`config.mk`:
```
export PLATFORM = sky130hd
export DESIGN_NAME = dfc_tracker
export DESIGN_NICKNAME = d
export VERILOG_FILES = /design/src/rtl/dfc_pkg.sv /design/src/rtl/dfc_pos_counter.sv /design/src/rtl/dfc_sticky_bank.sv /design/src/rtl/dfc_tracker.sv
export SDC_FILE = /design/constraint.sdc
export NUM_CORES = 1
export LEC_CHECK = 0
export ABC_AREA = 0
export ABC_CLOCK_PERIOD_IN_PS = 7600
export BUFFER_PORTS_ARGS = -buffer_cell sky130_fd_sc_hd__buf_2
export CELL_PAD_IN_SITES_DETAIL_PLACEMENT = 0
export CELL_PAD_IN_SITES_GLOBAL_PLACEMENT = 1
export CORE_MARGIN = 2
export CORE_UTILIZATION = 45
export CTS_CLUSTER_DIAMETER = 120
export DETAILED_ROUTE_END_ITERATION = 16
export PLACE_DENSITY_LB_ADDON = 0.2
export SETUP_SLACK_MARGIN = 0.4
export SLEW_MARGIN = 20
export SYNTH_ARGS = -nofsm -noshare
export SYNTH_HDL_FRONTEND = slang
export SYNTH_SLANG_ARGS = --single-unit
```
`constraint.sdc`:
```
create_clock -name clk -period 7.6 [get_ports clk]
set_input_delay 0.38 -clock clk [delete_from_list [all_inputs] [get_ports clk]]
set_output_delay 0.38 -clock clk [all_outputs]
set_load 0.005 [all_outputs]
```
`src/rtl/dfc_pkg.sv`:
```
package dfc_pkg;
  localparam int STS_W    = 5;
  localparam int B_F1     = 0;
  localparam int B_F2     = 1;
  localparam int B_FRM    = 2;
  localparam int B_CMPL   = 3;
  localparam int B_NACK   = 4;
endpackage

```
`src/rtl/dfc_pos_counter.sv`:
```
module dfc_pos_counter #(
  parameter int CNT_W = 12
) (
  input  logic             clk,
  input  logic             rst_n,
  input  logic             pix_en,
  input  logic             field_start,
  input  logic             line_start,
  input  logic             half_rate,
  output logic [CNT_W-1:0] nxt_pix,
  output logic [CNT_W-1:0] nxt_line,
  output logic             step
);
  logic [CNT_W-1:0] pix_q, line_q;
  logic             ph_q, nxt_ph;

  always_comb begin
    nxt_pix  = pix_q;
    nxt_line = line_q;
    nxt_ph   = ph_q;
    step     = 1'b0;
    if (pix_en) begin
      if (field_start) begin
        nxt_line = CNT_W'(1);
        nxt_pix  = CNT_W'(1);
        nxt_ph   = 1'b0;
        step     = 1'b1;
      end else if (line_start) begin
        nxt_line = line_q + CNT_W'(1);
        nxt_pix  = CNT_W'(1);
        nxt_ph   = 1'b0;
        step     = 1'b1;
      end else if (half_rate && !ph_q) begin
        nxt_ph = 1'b1;
      end else begin
        nxt_pix = pix_q + CNT_W'(1);
        nxt_ph  = 1'b0;
        step    = 1'b1;
      end
    end
  end

  always_ff @(posedge clk or negedge rst_n) begin
    if (!rst_n) begin
      pix_q  <= '0;
      line_q <= '0;
      ph_q   <= 1'b0;
    end else begin
      pix_q  <= nxt_pix;
      line_q <= nxt_line;
      ph_q   <= nxt_ph;
    end
  end
endmodule

```
`src/rtl/dfc_sticky_bank.sv`:
```
module dfc_sticky_bank #(
  parameter int W = 5
) (
  input  logic         clk,
  input  logic         rst_n,
  input  logic [W-1:0] set,
  input  logic [W-1:0] clr,
  output logic [W-1:0] q
);
  for (genvar k = 0; k < W; k++) begin : g_bit
    always_ff @(posedge clk or negedge rst_n) begin
      if (!rst_n)      q[k] <= 1'b0;
      else if (set[k]) q[k] <= 1'b1;
      else if (clr[k]) q[k] <= 1'b0;
    end
  end
endmodule

```
`src/rtl/dfc_tracker.sv`:
```
module dfc_tracker
  import dfc_pkg::*;
#(
  parameter int CNT_W = 12
) (
  input  logic             clk,
  input  logic             rst_n,
  input  logic             disp_en,
  input  logic             pix_en,
  input  logic             field_start,
  input  logic             line_start,
  input  logic             field_id,
  input  logic [CNT_W-1:0] width,
  input  logic [CNT_W-1:0] height,
  input  logic             cont_mode,
  input  logic             frame_mode,
  input  logic             sel_f1,
  input  logic             sel_f2,
  input  logic             half_rate,
  input  logic             irq_en,
  input  logic [STS_W-1:0] sts_clr,
  output logic [STS_W-1:0] sts,
  output logic             irq
);
  logic [CNT_W-1:0] nxt_pix, nxt_line;
  logic             step;
  logic             active_q, fid_q;
  logic             start_ok, act_now, cur_fid, evt, any_done;
  logic [STS_W-1:0] set_v;

  dfc_pos_counter #(.CNT_W(CNT_W)) u_pos (
    .clk(clk), .rst_n(rst_n), .pix_en(pix_en),
    .field_start(field_start), .line_start(line_start),
    .half_rate(half_rate), .nxt_pix(nxt_pix), .nxt_line(nxt_line),
    .step(step)
  );

  assign start_ok = pix_en && field_start && (frame_mode || !field_id);
  assign act_now  = disp_en && (active_q || start_ok);
  assign cur_fid  = (pix_en && field_start) ? field_id : fid_q;

  always_ff @(posedge clk or negedge rst_n) begin
    if (!rst_n) begin
      active_q <= 1'b0;
      fid_q    <= 1'b0;
    end else begin
      if (!disp_en)      active_q <= 1'b0;
      else if (start_ok) active_q <= 1'b1;
      if (pix_en && field_start) fid_q <= field_id;
    end
  end

  assign evt      = act_now && step && (nxt_line == height) && (nxt_pix == width);
  assign any_done = sts[B_F1] | sts[B_F2] | sts[B_FRM];

  always_comb begin
    set_v          = '0;
    set_v[B_F1]    = evt && !frame_mode && !cur_fid && sel_f1;
    set_v[B_F2]    = evt && !frame_mode &&  cur_fid && sel_f2;
    set_v[B_FRM]   = evt &&  frame_mode;
    set_v[B_CMPL]  = set_v[B_F1] | set_v[B_F2] | set_v[B_FRM];
    set_v[B_NACK]  = set_v[B_CMPL] && !cont_mode && any_done;
  end

  dfc_sticky_bank #(.W(STS_W)) u_sts (
    .clk(clk), .rst_n(rst_n), .set(set_v), .clr(sts_clr), .q(sts)
  );

  assign irq = sts[B_CMPL] && irq_en;
endmodule

```
**Yosys cells after proc, flatten, opt, wreduce, memory -nomap -nowiden**

Index checks and enable logic that the tools add are counted.

- Bits in registers: 32
- Input bits: 42
- Output and inout bits: 6
- Logic and storage cells: 74

- $add $sub $neg: 2
- Equal/unequal tests: 3
- Multiplexer cells: 27
- Bitwise logic cells: 4
- Reductions and logical operators: 28

Operators with widths:

| kind | count |
|---|---|
| 12-bit 2-to-1 mux | 7 |
| 12-bit by 1-bit adder with 12-bit output, second input constant | 2 |
| 12-bit equality test | 2 |
| 1-bit 2-to-1 mux | 20 |
| 1-bit logical AND | 16 |
| 2-bit nonzero test | 5 |
| 1-bit logical NOT | 5 |
| 1-bit OR | 4 |
| 1-bit logical OR | 2 |
| 2-bit by 1-bit != test with 1-bit output, second input constant | 1 |

**Depth between registers and ports, before layout**

Gate-level depths: netlist of the first run.

- Word-level depth: 17
- Gate-level depth with buffers: 9
- Mapped depth without buffers: 8

**Cells and area by module**

From an unflattened synthesis of the first run, not the netlist that was laid out.

- Cell total of the unflattened synthesis: 200
- Area total of the unflattened synthesis: 1909.3 sq um

By module, submodules not included:

| module | times used | cells each | area each (sq um) | seq. area each (sq um) |
|---|---|---|---|---|
| dfc_pos_counter | 1 | 132 | 1277.5 | 625.6 |
| dfc_tracker | 1 | 53 | 450.4 | 50.0 |
| dfc_sticky_bank | 1 | 15 | 181.4 | 125.1 |

**Worst setup path after synthesis of the first run**

OpenSTA, ideal clock, no wires.

- Path kind: input to register
- Start: input half_rate
- End: register u_sts.q[3]
- Setup time: 0.110 ns
- Arrival: 2.382 ns
- Data required time: 7.490 ns
- Slack: 5.108 ns
- Stages on the path: 8
- Path buffers: 1
- Path through: nor2b_1 > or4b_1 > buf_2 > o211a_1 > a2111o_1 > nor4_1 > nand4_1 > o41ai_1

- Word-level cells in the longest chain between the ends: 14
- Elaborated cells on any way between the ends: 23
- Classes of those cells: eq/ne (1); mux (9); bitwise (2); reduce/logical (11)

Ends and longest elaborated chain:

| what | RTL line | RTL |
|---|---|---|
| start, declared | dfc_tracker.sv:19 | `input logic half_rate,` |
| 1-bit logical AND (*) | dfc_pos_counter.sv:33 | `end else if (half_rate && !ph_q) begin` |
| branches (longest 6 deep; another with 12-bit 2-to-1 mux) | -- |  |
| 1-bit logical AND (*) | dfc_tracker.sv:53 | `assign evt = act_now && step && (nxt_line == height) && (nxt_pix == width);` |
| 1-bit logical AND | dfc_tracker.sv:58, dfc_tracker.sv:59 |  |
| 1-bit logical AND (on tied branches) (2 in a row) | dfc_tracker.sv:58, dfc_tracker.sv:59 |  |
| 1-bit OR | dfc_tracker.sv:61 | `set_v[B_CMPL] = set_v[B_F1] \| set_v[B_F2] \| set_v[B_FRM];` |
| 1-bit OR (*) | dfc_tracker.sv:61 |  |
| 1-bit 2-to-1 mux or 2-bit nonzero test (tied branches) | -- |  |
| end signal, assigned by index | dfc_sticky_bank.sv:12 | `if (!rst_n) q[k] <= 1'b0;` |
| end signal, assigned by index | dfc_sticky_bank.sv:13 | `else if (set[k]) q[k] <= 1'b1;` |
| end signal, assigned by index | dfc_sticky_bank.sv:14 | `else if (clr[k]) q[k] <= 1'b0;` |
| end, declared | dfc_sticky_bank.sv:8 | `output logic [W-1:0] q` |

Every way passes the cells marked *.
A chain may end at the register's enable or synchronous reset.

**Final worst setup path of the first run**

- Start: register u_pos.ph_q
- End: register u_sts.q[2]

- Word-level cells in the longest chain between the ends: 11
- Elaborated cells on any way between the ends: 17
- Classes of those cells: eq/ne (1); mux (9); reduce/logical (7)

Ends and longest elaborated chain:

| what | RTL line | RTL |
|---|---|---|
| start, declared | dfc_pos_counter.sv:15 | `logic ph_q, nxt_ph;` |
| start signal, assigned | dfc_pos_counter.sv:51 | `ph_q <= nxt_ph;` |
| 1-bit logical NOT (*) | dfc_pos_counter.sv:33 |  |
| 1-bit logical AND (*) | dfc_pos_counter.sv:33 |  |
| branches (longest 6 deep; another with 12-bit 2-to-1 mux) | -- |  |
| 1-bit logical AND (*) | dfc_tracker.sv:53 |  |
| 1-bit logical AND (*) | dfc_tracker.sv:60 | `set_v[B_FRM] = evt && frame_mode;` |
| 1-bit 2-to-1 mux or 2-bit nonzero test (tied branches) | -- |  |

Marked as above.

==> results.cfg, run 1 <==
[synthesis]
synth-async-reset-ratio_pct = 100
syn_inst = 334
ys.flop_type = dfrtp_1
synth_area_mm2 = 0.00269
syn_nets = 378
synth_seq_area_share_pct = 29.8
yosysWarningCount = 0
synth_edf_count = 0
avgSynthCellArea_um2 = 8.05
synth_seq_cells = 32
synth.distinct_cells = 64

[routing]
drcViolationCount = 0
via_per_inst = 6.19
final_antenna_net_count = 0
wl_per_cell_um = 17.8
drt-total-wl_um = 7990
drtIter0Drc = 169
vias = 2774
first_pass_iters = 4

[clock_tree]
cts.hold.buffers_added = 0
post_cts_buffers = 0
clk_latency_ps = 290
numCtsBuffers = 5
root_buffer = clkbuf_8
clk_path_buf_depth = 2
htreeDepth = 2
cts.clk_slew.worst_paths_ps = 70
cts_tree = built
cts_resized = 0
cts.sinks = 32

[critical_path]
worst_ep_required_time_ps = 7780
start_kind = register
path_cells = nor2b_1 > o21ai_0 > and2_1 > a2111o_1 > nor4_1 > nand4_1 > o41ai_1
rr_startpoint = u_pos.ph_q
critPathMaxFanout = 16
endpoint_kind = register
regToRegSetupSlack_ps = 4550
cp_num_buf_inv = 0
arrival_ps = 3230
cpMaxStageDelayCell = nor2b_1
r2r_cells = 7
critical_path_class = register to register
crit_family = simple AND/OR/NAND/NOR gates
cpPeakStageDelay_ps = 760
timing.rr.end = u_sts.q[2]

[timing]
timing.fmax_mhz = 328
slew_violations = 0
hold_viol = 0
finClkSkew_ps = 8.08
finalCritPeriodShare_pct = 40.1
slew_headroom_pct = 35.5
grt_setup_unrepaired = false
tns_ps = 0
worst_pin_slew_ps = 965
period_minus_slack_ps = 3050
worst_slack_ps = 4550
setup_violations = 0

[grt]
grt-ovfl-total = 0
grt_pass1_vias = 2486
grt_pass1_wl_um = 12800
antenna_found_initial = 0
grt_use_total_pct = 25.3
grt_max_degree = 33

[layout]
num-nets-final = 416
drive_gt1_share_pct = 18.5
fillCellCount = 576
area_growth_pct = 13.8
mostFrequentLayoutCell = buf_2
multi_input_area_mm2 = 0.00177
n_antenna_cell = 0
mostFrequentLayoutCells = 47 x buf_2, 32 x dfrtp_1, 30 x nand2_1
ff_latch_area_um2 = 801

[die]
core-area_mm2 = 0.00585
ios = 48
die_area_mm2 = 0.00661
num_rows = 28
initial_core_util_pct = 45.9
fp.dieH_um = 81.3
fp.dieW_um = 81.3

[place]
place.gp.congestion = 0.900
post-place-ws_ps = 4370
numPortBuffers = 47
hpwlAfterDp_um = 5990

[pwr]
p_per_area_mw_per_mm2 = 145
vdd_drop_max_mv = 0.0842
leakagePower_nw = 1.28

[job]
drv_cap = 0

[run_status]
status = complete, no violations

[worst_hold_path]
hold_class = input pin to async pin
-- Yosys cell counts (2+ instances only) --
library cell  instances  area, µm²
buf_2                 4       20.0
mux2i_1               6       60.1
clkbuf_1             11       41.3
o21ai_0              13       65.1
a211o_1               4       35.0
dfrtp_1              32        801
o31ai_1               4       30.0
o211ai_1              3       22.5
o21a_1                6       45.0
xnor2_1               8       70.1
nor2b_1               2       12.5
nor4_1               11       68.8
and3_1                5       31.3
a21boi_0              2       15.0
a221oi_1              2       17.5
xor2_1                6       52.6
nor2_1               21       78.8
ha_1                  2       25.0
or4_1                 6       45.0
nand3_1              16       80.1
nand2_1              30        113
or3b_2                3       26.3
nand4_1               9       56.3
nand2b_1             12       75.1
nand3b_1              2       15.0
nor3b_1               3       22.5
o221ai_1              4       35.0
a22oi_1               2       15.0
o31a_1                4       35.0
a21o_1                3       22.5
and2_1                6       37.5
or3_1                 4       25.0
nor3_1               14       70.1
o2111ai_1             4       35.0
and4_1                2       17.5
a31oi_1               2       12.5
a2111o_1              4       45.0
a21oi_1              12       60.1
a2111oi_0             6       52.6
a31o_2                2       17.5
o41ai_1               2       17.5
or2_2                 5       31.3
and4b_1               2       20.0
o22ai_1               2       12.5
inv_1                12       45.0
-- where the power goes --
part	switching (W)	internal (W)
Combinational	0.0000566	0.0000350
Clock	0.0000717	0.0000974
Sequential	0.00000650	0.000176
-- metal layers --
layer  GRT usage (%)  part of all wire (%)  up-vias
met4            7.97                   1.9        0
met1            35.9                    48     1317
li1                -                     -     1363
met5               0                     0        -
met3            4.67                   5.6       10
met2            38.9                    45       84
-- worst register-to-register path: stages, from the launching register on --
cell and delay [ps]:
dfrtp_1 410, nor2b_1 760, o21ai_0 230, and2_1 260, a2111o_1 420, nor4_1 300
nand4_1 180, o41ai_1 390
-- layout make-up --
cell class	instances	area share [%]
Sequential cell	32	26.2
Multi-Input combinational cell	273	58.0
Inverter	13	1.60
Clock inverter	2	1.15
Clock buffer	6	2.37
Tap cell	75	3.07
Timing Repair Buffer	47	7.69
-- state kept, by name, summed over array words and instances, names as in the netlist --
signal        flops
u_pos.line_q     12
active_q          1
u_pos.ph_q        1
u_pos.pix_q      12
u_sts.q           5
fid_q             1
-- cell families after synthesis --
family          after synthesis  share of synthesized area, %
buf+inv                      29                          4.24
xor+xnor                     14                          4.56
mux                           6                          2.23
fa+ha+maj                     2                         0.931
compound gates               90                          24.9
flops                        32                          29.8
simple gates                161                          33.4
-- worst max-delay path by stage --
stage               cells past startpoint  slack (ps)            start          to
global placement                        8        4430       line_start  u_sts.q[0]
floorplan                               8        5110        half_rate  u_sts.q[3]
detailed placement                      8        4370           pix_en  u_sts.q[4]
CTS                                     7        4600       u_pos.ph_q  u_sts.q[2]
finish                                  7        4550       u_pos.ph_q  u_sts.q[2]
global route                            8        4270  u_pos.line_q[0]  u_sts.q[4]
-- stage by stage --
step                      std cells  power, W  util [%]  cell area, µm²  hold slack, ps
after global routing            448  0.000463      52.3            3060             225
final                           448  0.000443      52.3            3060             156
after CTS                       448  0.000443      52.3            3060             186
after floorplan                 334  0.000239         -            2690            84.4
after global placement          440  0.000275      50.4            2950             494
after detailed placement        440  0.000275      50.4            2950             504
No activity file was read; power rests on OpenSTA's default activity.
==> run 2: changes to the inputs <==
--- a/config.mk
+++ b/config.mk
@@ -6,12 +6,12 @@
 export NUM_CORES = 1
 export LEC_CHECK = 0
 export ABC_AREA = 0
-export ABC_CLOCK_PERIOD_IN_PS = 7600
+export ABC_CLOCK_PERIOD_IN_PS = 2550
 export BUFFER_PORTS_ARGS = -buffer_cell sky130_fd_sc_hd__buf_2
 export CELL_PAD_IN_SITES_DETAIL_PLACEMENT = 0
 export CELL_PAD_IN_SITES_GLOBAL_PLACEMENT = 1
 export CORE_MARGIN = 2
-export CORE_UTILIZATION = 45
+export CORE_UTILIZATION = 38
 export CTS_CLUSTER_DIAMETER = 120
 export DETAILED_ROUTE_END_ITERATION = 16
 export PLACE_DENSITY_LB_ADDON = 0.2
==> constraint.sdc (replaced) <==
create_clock -name clk -period 2.55 [get_ports clk]
set_input_delay 0.1275 -clock clk [delete_from_list [all_inputs] [get_ports clk]]
set_output_delay 0.1275 -clock clk [all_outputs]
set_load 0.005 [all_outputs]
==> results.cfg, run 2 (synthesis gave the netlist of run 1 again) <==
[clock_tree]
clk_path_buf_depth = 2
cts_tree = built
clk_latency_ps = 290
numCtsBuffers = 5
root_buffer = clkbuf_8
cts.sinks = 32
htreeDepth = 2
cts.clk_slew.worst_paths_ps = 70

[timing]
period_minus_slack_ps = 2410
tns_ps = 0
slew_violations = 0
finClkSkew_ps = 9.63
hold_viol = 0
worst_pin_slew_ps = 807
grt_setup_unrepaired = true
timing.fmax_mhz = 414
setup_violations = 0
worst_slack_ps = 136
slew_headroom_pct = 46.2
finalCritPeriodShare_pct = 94.7

[routing]
wl_met1_um = 4570
met2WireLength_um = 4180
wl_per_cell_um = 17.6
drt-total-wl_um = 9320
top_layer = met4
via_per_inst = 5.70
vias = 3029
final_antenna_net_count = 0
wl_met3_um = 443
first_pass_iters = 6
drtIter0Drc = 168
drcViolationCount = 0

[layout]
num-nets-final = 478
n_antenna_cell = 0
area_growth_pct = 39.4
mostFrequentLayoutCell = buf_4
mostFrequentLayoutCells = 59 x buf_4, 47 x buf_2, 30 x dfrtp_1
drive_gt1_share_pct = 37.7
top_regs = u_pos.line_q x12, u_pos.pix_q x12, u_sts.q x5
finalInstanceArea_mm2 = 0.00375

[critical_path]
critical_path_class = register to register
rr_startpoint = u_pos.pix_q[0]
endpoint_kind = register
cp_num_buf_inv = 0
cpMaxStageDelayCell = or4b_4
critPathMaxFanout = 5
r2r_cells = 7
start_kind = register
path_cells = and3_4 > or4b_4 > o211a_1 > a2111o_1 > nor4_2 > nand4_1 > o41ai_1
cpPeakStageDelay_ps = 520
worst_ep_required_time_ps = 2740
crit_family = simple AND/OR/NAND/NOR gates
arrival_ps = 2600
timing.rr.end = u_sts.q[2]
regToRegSetupSlack_ps = 140

[job]
drv_cap = 0

[pwr]
vdd_drop_max_mv = 0.182
leakagePower_nw = 1.59
p_per_area_mw_per_mm2 = 360

[worst_hold_path]
hold_end = u_sts.q[4]
hold_path_depth = 2
hold_class = input pin to register
hp-start = sts_clr[4]

[grt]
grt_pass1_wl_um = 14900
grt-ovfl-total = 0
grt_max_degree = 33
grt_use_total_pct = 25.0
antenna_found_initial = 0
grt_pass1_vias = 2885

[place]
dpl_cell_area_mm2 = 0.00338
place.gp.congestion = 0.991
hpwlAfterDp_um = 7040
post-place-ws_ps = -9.70
numPortBuffers = 47

[die]
die_area_mm2 = 0.00776
ios = 48
fp.dieW_um = 88.1
num_rows = 30
core-area_mm2 = 0.00683
initial_core_util_pct = 39.3
fp.dieH_um = 88.1

[run_status]
status = complete, no violations
[run 2: changes by cell type in the layout (fill, tap and decap cells not counted), moves of 5 or more]
| cell | delta |
|---|---|
| a2111oi_0 | -5 |
| a2111oi_2 | +5 |
| buf_4 | +59 |
| nor4_1 | -8 |
| nor4_2 | +7 |
[run 2: routing by layer]
layer	GRT usage [%]	vias to the layer above
met5	0	-
met4	5.79	0
met3	3.96	10
met2	39.3	101
met1	36.2	1439
li1	-	1479
[run 2: where the power goes]
part,internal [W],leakage [nW],switching [W],total (W)
Sequential,0.000524,0.432,0.0000198,0.000544
Clock,0.000220,0.0445,0.000210,0.000429
Combinational,0.000169,1.11,0.000205,0.000374
Total,0.000913,1.59,0.000435,0.00135
[run 2: stage by stage]
stage / total power (W) / instances / utilization (%) / hold slack [ps]
6_report: 0.00135 / 531 / 54.8 / 26.4
2_1_floorplan: 0.000714 / 334 / - / -168
3_5_place_dp: 0.000876 / 513 / 49.4 / 265
4_1_cts: 0.00132 / 524 / 52.0 / 24.8
5_1_grt: 0.00142 / 531 / 54.8 / 43.9
3_3_place_gp: 0.000877 / 513 / 49.4 / 271
[run 2: worst max path at each step]
stage / slack [ps] / depth (start not counted) / from / endpoint
final: 140 / 7 / u_pos.pix_q[0] / u_sts.q[2]
after global routing: 30 / 9 / u_pos.line_q[1] / u_sts.q[4]
after CTS: 110 / 7 / u_pos.pix_q[1] / u_sts.q[2]
after detailed placement: -10 / 9 / u_pos.ph_q / u_sts.q[1]
after global placement: -20 / 9 / u_pos.pix_q[0] / u_sts.q[0]
after floorplan: 260 / 8 / u_pos.pix_q[0] / u_sts.q[4]
[run 2: area by class of cell]
class	instances	area (µm²)
clock buffers	7	86.3
clock inverters	1	7.51
fillers	675	3090
inverters	13	48.8
multi-input cells	273	1970
flip-flops and latches	32	803
well taps	96	120
repair buffers	109	711
[run 2: repair_timing]
item	4_1_cts	5_1_grt
hold buffers	1	0
gates resized for setup	16	30
pin swaps	2	11
setup buffers	2	7
endpoints found under the setup margin	5	5
endpoints found under the hold margin	32	0
